--- config.mk ---
export PLATFORM = sky130hd
export DESIGN_NAME = idle_gap_monitor
export DESIGN_NICKNAME = d
export VERILOG_FILES = /design/src/rtl/gapmon_pkg.sv /design/src/rtl/gapmon_sync.sv /design/src/rtl/gapmon_idle_ctr.sv /design/src/rtl/gapmon_thresh.sv /design/src/rtl/idle_gap_monitor.sv
export SDC_FILE = /design/constraint.sdc
export NUM_CORES = 1
export LEC_CHECK = 0
export ABC_AREA = 1
export BUFFER_PORTS_ARGS = -buffer_cell sky130_fd_sc_hd__buf_2
export CORE_MARGIN = 4
export CORE_UTILIZATION = 35
export DETAILED_ROUTE_END_ITERATION = 8
export GPL_TIMING_DRIVEN = 0
export PLACE_DENSITY_LB_ADDON = 0.05
export SYNTH_ARGS = -nofsm -noshare
export SYNTH_HDL_FRONTEND = slang
export SYNTH_SLANG_ARGS = --single-unit
--- constraint.sdc ---
create_clock -name clk -period 2.1 [get_ports clk]
set_clock_uncertainty 0.1 [all_clocks]
set_input_delay 0.105 -clock clk [delete_from_list [all_inputs] [get_ports clk]]
set_output_delay 0.105 -clock clk [all_outputs]
set_load 0.05 [all_outputs]
--- src/rtl/gapmon_pkg.sv ---
package gapmon_pkg;

   localparam int unsigned NUM_GAPS = 3;

   // awaited-gap selector; value n (n>0) maps to gap index n-1
   typedef enum logic [1:0] {
      WAIT_NONE = 2'd0,
      WAIT_ACK  = 2'd1,
      WAIT_SUB  = 2'd2,
      WAIT_ARB  = 2'd3
   } wait_sel_e;

   localparam int unsigned IDX_ACK = 0;
   localparam int unsigned IDX_SUB = 1;
   localparam int unsigned IDX_ARB = 2;

endpackage

--- src/rtl/gapmon_sync.sv ---
module gapmon_sync #(
   parameter int unsigned STAGES    = 2,
   parameter logic        RESET_VAL = 1'b1
) (
   input  logic clk,
   input  logic rst_n,
   input  logic d_in,
   output logic d_out
);

   initial begin
      assert (STAGES >= 1) else $error("gapmon_sync: STAGES must be at least 1");
   end

   logic [STAGES-1:0] chain_q;

   generate
      for (genvar s = 0; s < STAGES; s++) begin : g_stage
         if (s == 0) begin : g_first
            always_ff @(posedge clk or negedge rst_n) begin
               if (!rst_n) chain_q[0] <= RESET_VAL;
               else        chain_q[0] <= d_in;
            end
         end else begin : g_next
            always_ff @(posedge clk or negedge rst_n) begin
               if (!rst_n) chain_q[s] <= RESET_VAL;
               else        chain_q[s] <= chain_q[s-1];
            end
         end
      end
   endgenerate

   assign d_out = chain_q[STAGES-1];

endmodule

--- src/rtl/gapmon_idle_ctr.sv ---
module gapmon_idle_ctr #(
   parameter int unsigned CNT_W = 6
) (
   input  logic             clk,
   input  logic             rst_n,
   input  logic             busy,
   output logic [CNT_W-1:0] idle_cnt
);

   localparam logic [CNT_W-1:0] CNT_MAX = {CNT_W{1'b1}};

   initial begin
      assert (CNT_W >= 2) else $error("gapmon_idle_ctr: CNT_W too small");
   end

   logic [CNT_W-1:0] cnt_q;
   logic [CNT_W-1:0] cnt_d;

   always_comb begin
      if (busy)                 cnt_d = '0;
      else if (cnt_q == CNT_MAX) cnt_d = cnt_q;
      else                      cnt_d = cnt_q + CNT_W'(1);
   end

   always_ff @(posedge clk or negedge rst_n) begin
      if (!rst_n) cnt_q <= '0;
      else        cnt_q <= cnt_d;
   end

   assign idle_cnt = cnt_q;

   a_r3_clear_on_drive: assert property (@(posedge clk) disable iff (!rst_n)
      busy |=> (idle_cnt == '0));

   a_r4_hold_at_max: assert property (@(posedge clk) disable iff (!rst_n)
      (!busy && idle_cnt == CNT_MAX) |=> (idle_cnt == CNT_MAX));

   a_r2_count_step: assert property (@(posedge clk) disable iff (!rst_n)
      (!busy && idle_cnt != CNT_MAX) |=> (idle_cnt == $past(idle_cnt) + CNT_W'(1)));

endmodule

--- src/rtl/gapmon_thresh.sv ---
module gapmon_thresh #(
   parameter int unsigned CNT_W = 6,
   parameter int unsigned DET   = 4,
   parameter int unsigned ASR   = 6
) (
   input  logic [CNT_W-1:0] idle_cnt,
   output logic             det,
   output logic             asr_ok
);

   localparam logic [CNT_W-1:0] DET_V = CNT_W'(DET);
   localparam logic [CNT_W-1:0] ASR_V = CNT_W'(ASR);

   initial begin
      assert (DET < ASR) else $error("gapmon_thresh: detect limit must precede assert limit");
      assert (ASR < (1 << CNT_W) - 1) else $error("gapmon_thresh: assert limit must sit below counter ceiling");
      assert (DET >= 1) else $error("gapmon_thresh: detect limit must be nonzero");
   end

   always_comb begin
      det    = (idle_cnt >= DET_V);
      asr_ok = (idle_cnt >= ASR_V);
   end

endmodule

--- src/rtl/idle_gap_monitor.sv ---
module idle_gap_monitor
   import gapmon_pkg::*;
#(
   parameter int unsigned CNT_W       = 6,
   parameter int unsigned SYNC_STAGES = 2,
   parameter int unsigned ACK_DET     = 4,
   parameter int unsigned ACK_ASR     = 6,
   parameter int unsigned SUB_DET     = 12,
   parameter int unsigned SUB_ASR     = 16,
   parameter int unsigned ARB_DET     = 28,
   parameter int unsigned ARB_ASR     = 32
) (
   input  logic       clk,
   input  logic       rst_n,
   input  logic       bus_line,
   input  logic [1:0] wait_gap,
   output logic [2:0] gap_det,
   output logic       fair_start,
   output logic       may_drive
);

   localparam int unsigned DET_TAB [NUM_GAPS] = '{ACK_DET, SUB_DET, ARB_DET};
   localparam int unsigned ASR_TAB [NUM_GAPS] = '{ACK_ASR, SUB_ASR, ARB_ASR};

   initial begin
      assert (ACK_DET < SUB_DET && SUB_DET < ARB_DET)
         else $error("idle_gap_monitor: detect limits must grow with gap length");
      assert (ACK_ASR < SUB_ASR && SUB_ASR < ARB_ASR)
         else $error("idle_gap_monitor: assert limits must grow with gap length");
   end

   logic             bus_sync;
   logic [CNT_W-1:0] idle_cnt;
   logic [NUM_GAPS-1:0] det_vec;
   logic [NUM_GAPS-1:0] asr_vec;
   logic             arb_seen_q;

   gapmon_sync #(
      .STAGES    (SYNC_STAGES),
      .RESET_VAL (1'b1)
   ) u_sync (
      .clk   (clk),
      .rst_n (rst_n),
      .d_in  (bus_line),
      .d_out (bus_sync)
   );

   gapmon_idle_ctr #(
      .CNT_W (CNT_W)
   ) u_ctr (
      .clk      (clk),
      .rst_n    (rst_n),
      .busy     (bus_sync),
      .idle_cnt (idle_cnt)
   );

   generate
      for (genvar g = 0; g < NUM_GAPS; g++) begin : g_gap
         gapmon_thresh #(
            .CNT_W (CNT_W),
            .DET   (DET_TAB[g]),
            .ASR   (ASR_TAB[g])
         ) u_thr (
            .idle_cnt (idle_cnt),
            .det      (det_vec[g]),
            .asr_ok   (asr_vec[g])
         );

         a_r8_permit_after_detect: assert property (@(posedge clk) disable iff (!rst_n)
            asr_vec[g] |-> det_vec[g]);
      end
   endgenerate

   always_ff @(posedge clk or negedge rst_n) begin
      if (!rst_n) arb_seen_q <= 1'b0;
      else        arb_seen_q <= det_vec[IDX_ARB];
   end

   always_comb begin
      case (wait_gap)
         WAIT_ACK: may_drive = asr_vec[IDX_ACK];
         WAIT_SUB: may_drive = asr_vec[IDX_SUB];
         WAIT_ARB: may_drive = asr_vec[IDX_ARB];
         default:  may_drive = 1'b0;
      endcase
   end

   assign gap_det    = det_vec;
   assign fair_start = det_vec[IDX_ARB] & ~arb_seen_q;

   a_r6_nested_flags: assert property (@(posedge clk) disable iff (!rst_n)
      (gap_det[2] |-> gap_det[1]) and (gap_det[1] |-> gap_det[0]));

   a_r7_single_pulse: assert property (@(posedge clk) disable iff (!rst_n)
      fair_start |=> !fair_start);

   a_r7_pulse_with_detect: assert property (@(posedge clk) disable iff (!rst_n)
      fair_start |-> gap_det[2]);

   a_r9_no_wait_no_permit: assert property (@(posedge clk) disable iff (!rst_n)
      (wait_gap == WAIT_NONE) |-> !may_drive);

   a_r8_arb_permit_implies_detect: assert property (@(posedge clk) disable iff (!rst_n)
      (may_drive && wait_gap == WAIT_ARB) |-> gap_det[2]);

endmodule

==> results of run 1 <==
## sequential cells by signal (all words and copies together), names as in the netlist
name / cells
u_sync.chain_q: 1
arb_seen_q: 1
u_ctr.idle_cnt: 6
u_sync.d_out: 1
## worst reg2reg max path, cell delays in order, from the launching register on
cell and delay, ps:
dfrtp_1 390, ha_1 210, inv_1 90, nor2_4 160, nand2_1 100, nand3_1 100, o21ai_2 60
## how the worst min path moves through the flow
stage | start | to | slack (ps) | depth (start not counted)
2_1_floorplan | rst_n | arb_seen_q | -290 | 0
3_3_place_gp | rst_n | u_ctr.idle_cnt[1] | -140 | 1
3_5_place_dp | rst_n | u_ctr.idle_cnt[2] | -130 | 1
4_1_cts | rst_n | u_ctr.idle_cnt[2] | 120 | 2
5_1_grt | rst_n | u_ctr.idle_cnt[0] | 130 | 2
6_report | rst_n | u_ctr.idle_cnt[3] | 120 | 2
## kinds of logic after synthesis
kind of cell | count (synthesis)
compound gates | 6
fa+ha+maj | 2
buf+inv | 13
flops | 9
simple gates | 36
## power breakdown
part	total (uW)	switching (uW)	internal [uW]
Clock	134	60.6	73.2
Combinational	38.4	23.5	14.9
Sequential	188	6.72	181
Total	360	90.7	270
## cell usage in the layout, fill, tap and decap left out
master,n
ha_1,2
o21ai_1,2
nor2_1,6
nand4_1,1
o21bai_1,1
inv_2,1
inv_1,9
nor2_4,1
nand3_4,1
o21ai_2,2
dfrtp_1,7
buf_4,3
dfstp_2,2
a21oi_1,1
nand3_1,9
clkbuf_1,1
clkbuf_4,3
buf_2,9
dlygate4sd3_1,2
nand2_1,17
nand2_2,1
## metrics by stage
step | setup slack [ps] | instance area (um^2) | power, uW | util (%) | hold WS, ps
global placement | 798 | 589 | 227 | 43.7 | -135
floorplan | 591 | 526 | 214 | - | -291
global route | 353 | 636 | 386 | 47.1 | 131
detailed placement | 785 | 589 | 228 | 43.7 | -131
CTS | 497 | 636 | 367 | 47.1 | 120
finish | 530 | 636 | 360 | 47.1 | 121
## layout make-up
class                           count  share of cell area, %
Timing Repair Buffer               11                   10.2
Buffer                              3                   3.54
Sequential cell                     9                   35.8
Tap cell                           15                   2.95
Inverter                           10                   5.91
Multi-Input combinational cell     44                   37.4
Clock buffer                        4                   4.13
## routing by layer
| metal | track usage [%] | vias up |
|---|---|---|
| met5 | 0 | - |
| met4 | 9.94 | 0 |
| met3 | 3.45 | 5 |
| met2 | 16.8 | 12 |
| met1 | 13.8 | 191 |
| li1 | - | 236 |
==> impl_results.md, run 1 <==
* Status: finished, final reports clean
* Post-CTS Hold Fix Bufs at 2
* Power Density at 567 nW/um^2
* Unrepaired setup endpoints after global routing: no
* Detailed Route Iter0 Violations at 8
* Filler cells at 150
* H-tree depth reported by CTS at 1
* Worst Setup SP: u_ctr.idle_cnt[4]
* Sequential element share of the synthesized area at 43.3%
* Worst r2r src: u_ctr.idle_cnt[1]
* Count leader, synth: nand2_1
* DP HPWL at 748 um
* Distinct cells, synth at 17
* Synth top area cells: dfrtp_1 (33%), nand2_1 (12%), dfstp_2 (10%)
* Synth Area in Adders at 4.76%
* Kind of cell adding the most delay to the critical path: flip-flops
* Storage cell area at 228 um^2
* Synth top area share at 33.3%
* Chip height at 46.8 um
* # diodes at 0
* CTS sink cnt at 9
* Post-synthesis register bit count at 9
* Final WL at 934 um
* CP max-delay cell: dfrtp_1
* Pleak at 0.000353 uW
* Port buffer count at 9
* Top sig layer: met4
* Initial Util at 38.9%
* Vias post-DR at 444
* Syn avg cell area at 7.96 um^2
* R2R setup slack at 790 ps
* Depth of the worst register-to-register path at 6
* Main combinational cell family by area after synthesis: simple AND/OR/NAND/NOR gates
* Met3 wire length at 67 um
* Clock-pin transition on the worst setup and hold timing paths at 60 ps
* Die X-Extent at 46.8 um
* Ys async rst share at 100%
* CP Class: reg -> out
* Worst Tran Pin Value at 249 ps
* Crit end category: primary output
* WP buf/inv at 1
* First-pass DRT Iterations at 3
* Initial antenna violation count at 0
* Post-synth EDFFs at 0
* First-pass GRT wire length at 1660 um
* Clock buffer depth at 2
* Pin count of the biggest net entering global routing at 10
* Critical Path Sink: may_drive
* CP cell instances: nor2_1 -> nand3_1 -> nand3_1 -> o21ai_1 -> buf_2
* Vias/cell at 4.63
* Area grow syn2layout at 21.0%
* Final GP Congestion at 0.704
* CP required at 1890 ps
* Worst Hold Class: in -> async
* # rows at 13
* Final cell count without fillers at 96
* Max frequency at 637 MHz
* # DRC at 0
* Synth Instances at 66
* Area of the multi-input gates at 238 um^2
* Dpl cells at 90
* Area leader, netlist: dfrtp_1
* Min Tclk post-route at 1570 ps
* CP Launch Type: register
* Routed length on met1 at 441 um
* NumNets Final at 89
* Levels on crit path at 5
* Endpoints failing hold at 0
* Cell repeated most along the worst path: nand3_1
* CTS tree: built
* GRT Overall Usage at 11.5%
* Final slew viol count at 0
* CP Max Fanout at 6
* Ys flop type: dfrtp_1
* Post-synth net total at 73
* Boundary Pins at 10
* Worst skew pair latency at 260 ps
* CTS Buf Count at 3
* Total core area at 1350 um^2
* Met2 wire length at 390 um
* Compound-Gate Fraction of Synth Area at 7.62%
* Relative slew margins at 83.5%
* Final Setup Violations at 0
* Clock root buffer: clkbuf_4
* Simple-gate share of the synthesized area at 32.9%
* Xor and xnor area share after synthesis at 0%
* Die ar. at 2190 um^2
* Postcts setup bufs at 0
* Congestion Overflow GR at 0
* Detailed-route wire length per cell at 9.73 um
* Reg-to-Reg End: u_ctr.idle_cnt[0]
* Tcrit/Tclk final at 74.8%
* Setup_tns at 0 ps
* Synth cell count leaders: nand2_1 (17), inv_1 (9), nand3_1 (9)
* Share of layout cells above drive strength 1 at 28.4%
* Synth warnings at 0
* Slowest stage delay, CP at 430 ps
* Max cap viols at 0
* Worst VDD drop at 0.000321 V
* Post-DRT Antenna Nets at 0
* Resized Gates After CTS at 0
* Fraction of synthesized area in multiplexers at 0%
* Crit path arrival time at 1360 ps
* Synth Cell Area at 526 um^2
* Vias in the first global route at 402
(Power assumes the default switching activity.)
==> inputs of run 2 (changes only) <==
clock period = 1.5 ns   (was 2.1 ns; I/O delays follow)
==> run 2 against run 1 <==
Net effect: register-to-register slack got worse by 610 ps; cell count rose by 3.1%; largest power group unchanged; sequential power rose by 40%; core utilization rose by 3.3 points; worst hold slack got worse by 30 ps; highest routed layer unchanged; critical endpoint is now gap_det[0]; via count rose by 1.8%; first-iteration DRC count rose by 13%.
==> impl_results.md, run 2 (synthesis gave the netlist of run 1 again) <==
* Area grow syn2layout at 29.5%
* DP HPWL at 748 um (unchanged)
* Pleak at 0.000365 uW (+3.5%)
* Worst Hold Class: in -> async
* R2R setup slack at 180 ps (-610 ps)
* Detailed-route wire length per cell at 9.92 um (+2.0%)
* Top sig layer: met4
* Worst VDD drop at 0.000450 V (+40%)
* Min Tclk post-route at 1400 ps
* Boundary Pins at 10 (unchanged)
* Status: finished, final reports clean
* Largest register FFs at 6 (unchanged)
* Vias/cell at 4.57 (-1.3%)
* Final WL at 982 um (+5.1%)
* Final cell count without fillers at 99 (+3.1%)
* Filler cells at 145 (-3.3%)
* Tcrit/Tclk final at 93.5%
* Die ar. at 2190 um^2 (unchanged)
* Routed length on met1 at 468 um (+6.1%)
* Clock-pin transition on the worst setup and hold timing paths at 60 ps (about the same)
* Placement Cell Area at 589 um^2 (unchanged)
* Final slew viol count at 0 (unchanged)
* Crit path arrival time at 1230 ps (-130 ps)
* Clock buffer depth at 2 (unchanged)
* Power Total at 506 uW (+40%)
* First-pass DRT Iterations at 3 (unchanged)
* Endpoints failing hold at 0 (unchanged)
* CP cell instances: nor2_4 -> nand3_1 -> buf_4 -> buf_2
* Congestion Overflow GR at 0 (unchanged)
* Max cap viols at 0 (unchanged)
* Dpl cells at 90 (unchanged)
* CP max-delay cell: dfrtp_2
* Depth of the worst register-to-register path at 6 (unchanged)
* Reg-to-Reg End: u_ctr.idle_cnt[0]
* Commonest non-fill, non-tap cell in the layout: nand2_1
* Slowest stage delay, CP at 450 ps (+20 ps)
* CTS tree: built
* CTS Buf Count at 3 (unchanged)
* Port buffer count at 9 (unchanged)
* Chip height at 46.8 um (unchanged)
* Detailed Route Iter0 Violations at 9 (+1)
* H-tree depth reported by CTS at 1 (unchanged)
* First-pass GRT wire length at 1660 um (unchanged)
* Final GP Congestion at 0.704 (unchanged)
* # DRC at 0 (unchanged)
* CP Launch Type: register
* Max frequency at 713 MHz
* Vias in the first global route at 406 (+1.0%)
* Relative slew margins at 83.6% (about the same)
* WHS at 91.6 ps (-29.8 ps)
* Worst skew pair latency at 260 ps (about the same)
* Post-DRT Antenna Nets at 0 (unchanged)
* Initial antenna violation count at 0 (unchanged)
* Crit end category: primary output
* # diodes at 0 (unchanged)
* Clock root buffer: clkbuf_4
* Die X-Extent at 46.8 um (unchanged)
* Worst r2r src: u_ctr.idle_cnt[1]
* Final Setup Violations at 0 (unchanged)
* GRT Overall Usage at 11.4% (-0.079 points)
* NumNets Final at 92 (+3.4%)
* Most frequent cells in the layout: nand2_1 (17), inv_1 (9), nand3_1 (8)
* CP required at 1320 ps (-570 ps)
* CP Class: reg -> out
* Initial Util at 38.9% (unchanged)
* Total core area at 1350 um^2 (unchanged)
* Met2 wire length at 412 um (+5.6%)
* CP Max Fanout at 5 (-1)
* Final instance area at 681 um^2 (+7.1%)
* CTS sink cnt at 9 (unchanged)
* Vias post-DR at 452 (+1.8%)
* Met3 wire length at 66 um (-1.5%)
* # rows at 13 (unchanged)
* Power Density at 743 nW/um^2 (+31%)
* Worst Tran Pin Value at 248 ps (-0.885 ps)
* Pin count of the biggest net entering global routing at 10 (unchanged)
* Post-Route Utilization at 50.4% (+3.3 points)
* Share of layout cells above drive strength 1 at 38.1% (+9.7 points)
## run 2: cell count changes in the layout (fill, tap and decap cells not counted)
cell,previous run,this run
buf_4,3,7
buf_2,9,7
nand3_2,0,1
clkbuf_4,3,4
nand3_1,9,8
dfrtp_1,7,3
nor2_1,6,5
dfrtp_2,0,4
nor2_4,1,2
## run 2: worst max-delay path by stage
stage,start,endpoint,slack [ps],cells after the start
floorplan,u_ctr.idle_cnt[2],fair_start,20,2
global placement,u_ctr.idle_cnt[0],u_ctr.idle_cnt[0],200,6
detailed placement,u_ctr.idle_cnt[0],u_ctr.idle_cnt[0],180,6
CTS,u_ctr.idle_cnt[4],may_drive,9,5
global route,u_ctr.idle_cnt[4],gap_det[0],-2,4
finish,u_ctr.idle_cnt[4],gap_det[0],100,4
## run 2: layout make-up
cell class | instances | area, um^2 | area share, %
Sequential cell | 9 | 233 | 34.2
Timing Repair Buffer | 14 | 92.6 | 13.6
Tap cell | 15 | 18.8 | 2.76
Multi-Input combinational cell | 44 | 250 | 36.8
Inverter | 10 | 37.5 | 5.51
Buffer | 3 | 22.5 | 3.31
Clock buffer | 4 | 26.3 | 3.86
## run 2: timing repair
item / 4_1_cts / 5_1_grt
hold buffers: 2 / 0
setup buffers: 0 / 3
hold endpoints to repair: 10 / 0
endpoints found under the setup margin: 4 / 5
pin swaps: 0 / 1
resized for setup: 3 / 6
## run 2: metal layers
metal  track usage, %  vias up
li1                 -      242
met1             13.3      193
met2             17.0       12
met3             3.45        5
met4             9.94        0
met5                0        -
## run 2: report_power, final
group          internal [uW]  total (uW)  leakage, uW  switching, uW
logic                   21.1        54.1     0.000240           33.0
clock network            103         187    0.0000150           84.9
registers                254         264     0.000110           9.63
## run 2: critical path, delay by kind of cell, from the launching register on
family                 cells  cell delay, ps
buffers and inverters      2             330
flip-flops                 1             450
AND/OR/NAND/NOR            2             190
## run 2: metrics by stage
| stage | worst slack [ps] | setup TNS [ps] |
|---|---|---|
| floorplan | 21.2 | 0 |
| global placement | 203 | 0 |
| detailed placement | 185 | 0 |
| CTS | 9.44 | 0 |
| global route | -2.23 | -2.23 |
| finish | 97.0 | 0 |
